File: src/rtl/bcd_add_pkg.sv
package bcd_add_pkg;
    localparam int DIGIT_W  = 4;
    localparam int DEC_MAX  = 9;
    localparam int CORR_VAL = 6;

    typedef logic [DIGIT_W-1:0] digit_t;

    typedef struct packed {
        digit_t digit;
        logic   carry;
    } bcd_state_t;
endpackage

File: src/rtl/bcd_ripple_add.sv
module bcd_ripple_add #(
    parameter int W = 4
) (
    input  logic [W-1:0] op_x,
    input  logic [W-1:0] op_y,
    input  logic         ci,
    output logic [W-1:0] sum,
    output logic         co
);
    logic [W:0] chain;

    assign chain[0] = ci;

    for (genvar g = 0; g < W; g++) begin : g_bit
        assign sum[g]     = op_x[g] ^ op_y[g] ^ chain[g];
        assign chain[g+1] = (op_x[g] & op_y[g]) | (op_x[g] & chain[g]) | (op_y[g] & chain[g]);
    end

    assign co = chain[W];
endmodule

File: src/rtl/bcd_adjust_detect.sv
module bcd_adjust_detect #(
    parameter int W = 4
) (
    input  logic [W-1:0] partial,
    input  logic         bin_carry,
    output logic         fix_en
);
    // decimal overflow: binary carry, or bit 3 with bit 2 or bit 1
    assign fix_en = bin_carry | (partial[3] & (partial[2] | partial[1]));
endmodule

File: src/rtl/bcd_corr_mux.sv
module bcd_corr_mux #(
    parameter int W    = 4,
    parameter int CORR = 6
) (
    input  logic         fix_en,
    output logic [W-1:0] corr
);
    localparam logic [W-1:0] CORR_W = W'(CORR);

    always_comb begin
        corr = fix_en ? CORR_W : '0;
    end
endmodule

File: src/rtl/bcd_digit_adder.sv
module bcd_digit_adder
    import bcd_add_pkg::*;
(
    input  logic       clk,
    input  logic       rst_n,
    input  logic [3:0] dig_a,
    input  logic [3:0] dig_b,
    input  logic       carry_in,
    output logic [3:0] dig_sum,
    output logic       carry_out
);
    localparam int TOT_W = DIGIT_W + 1;

    digit_t     z_part;
    logic       z_carry;
    logic       fix_en;
    digit_t     corr;
    digit_t     fixed_sum;
    logic       fix_carry;
    bcd_state_t st_d, st_q;

    // first stage: binary sum including carry input
    bcd_ripple_add #(.W(DIGIT_W)) i_add_bin (
        .op_x (dig_a),
        .op_y (dig_b),
        .ci   (carry_in),
        .sum  (z_part),
        .co   (z_carry)
    );

    bcd_adjust_detect #(.W(DIGIT_W)) i_detect (
        .partial   (z_part),
        .bin_carry (z_carry),
        .fix_en    (fix_en)
    );

    bcd_corr_mux #(.W(DIGIT_W), .CORR(CORR_VAL)) i_corr (
        .fix_en (fix_en),
        .corr   (corr)
    );

    // second stage: add correction term
    bcd_ripple_add #(.W(DIGIT_W)) i_add_fix (
        .op_x (z_part),
        .op_y (corr),
        .ci   (1'b0),
        .sum  (fixed_sum),
        .co   (fix_carry)
    );

    always_comb begin
        st_d       = st_q;
        st_d.digit = fixed_sum;
        st_d.carry = z_carry | fix_carry;
    end

    always_ff @(posedge clk or negedge rst_n) begin
        if (!rst_n) begin
            st_q <= '0;
        end else begin
            st_q <= st_d;
        end
    end

    assign dig_sum   = st_q.digit;
    assign carry_out = st_q.carry;

    // reference total used only by the checks below
    logic [TOT_W-1:0] in_total;
    logic             in_valid;
    assign in_total = TOT_W'(dig_a) + TOT_W'(dig_b) + TOT_W'(carry_in);
    assign in_valid = (int'(dig_a) <= DEC_MAX) && (int'(dig_b) <= DEC_MAX);

    assert_adjust_R3: assert property (@(posedge clk) disable iff (!rst_n)
        fix_en == (z_carry || (int'(z_part) > DEC_MAX)));

    assert_corr_values_R8: assert property (@(posedge clk) disable iff (!rst_n)
        fix_en ? (int'(corr) == CORR_VAL) : (corr == '0));

    assert_digit_R1: assert property (@(posedge clk) disable iff (!rst_n)
        in_valid |=> (int'(dig_sum) == ($past(int'(in_total)) % 10)));

    assert_carry_R2: assert property (@(posedge clk) disable iff (!rst_n)
        in_valid |=> (carry_out == ($past(int'(in_total)) >= 10)));

    assert_digit_range_R7: assert property (@(posedge clk) disable iff (!rst_n)
        in_valid |=> (int'(dig_sum) <= DEC_MAX));

    assert_reset_clear_R5: assert property (@(posedge clk)
        !rst_n |-> (dig_sum == '0 && !carry_out));
endmodule

File: config.mk
export PLATFORM = sky130hd
export DESIGN_NAME = bcd_digit_adder
export DESIGN_NICKNAME = d
export VERILOG_FILES = /design/src/rtl/bcd_add_pkg.sv /design/src/rtl/bcd_ripple_add.sv /design/src/rtl/bcd_adjust_detect.sv /design/src/rtl/bcd_corr_mux.sv /design/src/rtl/bcd_digit_adder.sv
export SDC_FILE = /design/constraint.sdc
export NUM_CORES = 1
export LEC_CHECK = 0
export ABC_AREA = 0
export BUFFER_PORTS_ARGS = -buffer_cell sky130_fd_sc_hd__buf_2
export CORE_AREA = 2 2 39 41
export CTS_BUF_LIST = sky130_fd_sc_hd__clkbuf_4
export DETAILED_ROUTE_END_ITERATION = 10
export DIE_AREA = 0 0 41 43
export GPL_TIMING_DRIVEN = 0
export PLACE_DENSITY = 0.54
export SKIP_LAST_GASP = 1
export SLEW_MARGIN = 20
export SYNTH_ARGS = -nofsm -noshare
export SYNTH_HDL_FRONTEND = slang
export SYNTH_SLANG_ARGS = --single-unit
export TNS_END_PERCENT = 10
File: constraint.sdc
create_clock -name clk -period 0.8 [get_ports clk]
set_input_delay 0.16 -clock clk [delete_from_list [all_inputs] [get_ports clk]]
set_output_delay 0.16 -clock clk [all_outputs]
set_load 0.005 [all_outputs]
==> results.json <==
{
  "gr-max-usage-layer": "met2",
  "yosysWarningCount": 0,
  "sw_frac_of_total_pct": 26.5,
  "tightest_slew_ps": 109,
  "areaGrowthSynthToFinish_pct": 52.5,
  "critPathCaptureType": "flip-flop",
  "drt_iter0_drc": 0,
  "multiInputGateArea_sq_um": 183,
  "ios": 16,
  "hold_slack_ps": 263,
  "grt_pass1_vias": 238,
  "grt_usage_pct": 6.76,
  "cp-start-kind": "input pin",
  "syn_nets": 48,
  "dpl-instance-area_sq_um": 442,
  "grt_use_met2_pct": 11.3,
  "cts.clk_slew.worst_paths_ps": 40,
  "setup.worst_path.class": "input pin to flip-flop",
  "yosysSeqAreaShare_pct": 37.7,
  "cpMostUsedCell": "fa_2",
  "antenna_found_initial": 0,
  "critical-path-slowest-cell": "fa_1",
  "p_leak_nw": 0.279,
  "num_rows": 14,
  "setup_slack_ps": -1920,
  "fillers": 140,
  "die_area_sq_um": 1760,
  "overflow": 0,
  "cts_buffers": 3,
  "setup_viol": 9,
  "htree_levels": 1,
  "crit_required_ps": 920,
  "n_antenna_cell": 0,
  "die_h_microns": 43,
  "cts_tree": "built",
  "drv_slew": 0,
  "synth-seq-cells": 5,
  "finalWirelength_microns": 456,
  "synth_top_cell_area_share_pct": 37.7,
  "ir_worst_vdd_mv": 0.628,
  "syn_area_per_cell_sq_um": 11.4,
  "dp_hpwl_microns": 412,
  "place_ws_ps": -2300,
  "route.detailed.drc": 0,
  "cts_buffer_depth": 2,
  "synth.top_cells.by_area": "dfrtp_1 38%, fa_1 24%, ha_1 15%",
  "synth_most_common_cell": "inv_1",
  "relSlewSlack_pct": 92.7,
  "grt_pass1_wl_microns": 786,
  "crit_fanout": 3,
  "synth_edf_count": 0,
  "arrival_ps": 2840,
  "cts.sinks": 5,
  "fin_nets": 71,
  "ys_types": 9,
  "async_flop_share_pct": 100,
  "fin_crit_ps": 2720,
  "core-area_sq_um": 1380,
  "first_pass_iters": 1,
  "grt_max_degree": 6,
  "gp_congestion": 0.725,
  "finalSetupTns_ps": -6880,
  "numPortBuffers": 15,
  "drive_gt1_share_pct": 60.8,
  "slowest_delay_ps": 420,
  "p_seq_share_pct": 33.6,
  "violations": "setup timing",
  "p_comb_share_pct": 36.5,
  "vias": 250,
  "yosys.area.top_type": "dfrtp_1",
  "start_util_pct": 24.0,
  "rsz0062_at_grt": "true",
  "post-route-period-util_pct": 340,
  "synthCells": 29,
  "synth_common_cells": "11 x inv_1, 5 x dfrtp_1, 4 x fa_1, 4 x ha_1",
  "p_sw_w": 0.000281,
  "pwr-share-clk_pct": 29.9,
  "cts_root_buffer": "clkbuf_4",
  "ant_nets": 0,
  "stdcell_area_sq_um": 505,
  "seqCellArea_sq_um": 125,
  "grtUsageMet1_pct": 6.21,
  "grtUsageMet3_pct": 1.57,
  "crit_chain": "buf_2, inv_1, fa_2, fa_2, fa_2, inv_2, fa_1, a21o_1, ha_2, a211o_1, ha_2, or2_4",
  "hold_violations": 0,
  "max_freq_mhz": 368,
  "die_x_microns": 41,
  "ys.flop_type": "dfrtp_1",
  "drv_cap": 0,
  "power_w": 0.00106,
  "p_int_w": 0.000781,
  "avgRoutedWirePerCell_microns": 6.81,
  "min_path_type": "input pin to asynchronous set/reset pin",
  "viasPerCell": 3.73,
  "power.density_nw_per_um2": 2100,
  "status": "finished with violations",
  "syn_area_sq_um": 332
}
## per-layer routing
layer  part of all wire [%]  up-vias
met5                      0        -
met4                      0        0
met3                     13        0
met2                     53       11
met1                     34      114
li1                       -      125
## cell type report
type	instances	share of cell area (%)
Tap cell	16	3.96
Multi-Input combinational cell	13	36.1
Sequential cell	5	24.8
Clock buffer	4	5.94
Inverter	11	8.17
Timing Repair Buffer	18	21.0
## sequential cells by signal (all words and copies together) (netlist names)
name       flops
carry_out      1
dig_sum        4
## power groups by stage
stage          Clock (W)  Combinational [W]  Sequential [W]
2_1_floorplan          0           0.000195        0.000381
3_3_place_gp           0           0.000362        0.000360
3_5_place_dp           0           0.000360        0.000362
4_1_cts         0.000337           0.000398        0.000358
5_1_grt         0.000345           0.000467        0.000367
6_report        0.000318           0.000388        0.000357
## critical path, delay by kind of cell
family | cells | cell delay [ps]
compound gates | 2 | 500
buf+inv | 3 | 180
simple gates | 1 | 210
fa+ha+maj | 6 | 1790
## through the flow
stage                     utilization, %  std cells
after floorplan                        -         29
after global placement              31.9         60
after detailed placement            31.9         60
after CTS                           36.5         67
after global routing                36.5         67
final                               36.5         67
## worst max-delay path by stage
stage | slack [ps] | to | cells past startpoint | startpoint
floorplan | -2130 | carry_out | 11 | carry_in
global placement | -2290 | carry_out | 12 | carry_in
detailed placement | -2300 | carry_out | 12 | carry_in
CTS | -1920 | carry_out | 12 | dig_a[0]
global route | -2020 | carry_out | 12 | dig_b[0]
finish | -1920 | carry_out | 12 | dig_b[0]
## cells by family after synthesis
family / synth area share [%]
adder cells (fa/ha/maj): 39.2
AO/OA/AOI/OAI: 4.91
buffers and inverters: 12.5
AND/OR/NAND/NOR: 3.02
XOR/XNOR: 2.64
flip-flops: 37.7
## layout by cell type (no fill, tap or decap)
master	instances
buf_2	14
inv_1	8
dfrtp_1	5
clkbuf_4	4
inv_2	3
fa_2	3
ha_2	3
buf_4	2
xor2_1	1
nand2_1	1
a21o_1	1
or2_4	1
a211o_1	1
fa_1	1
ha_1	1
dlygate4sd3_1	1
buf_6	1
## what timing repair did
item	4_1_cts	5_1_grt
pin swaps	8	0
hold buffers	1	0
setup endpoints to repair	9	9
buffers inserted	2	0
endpoints found under the hold margin	5	0
resized for setup	3	0
Note: power is estimated with default switching activity, not from simulation.
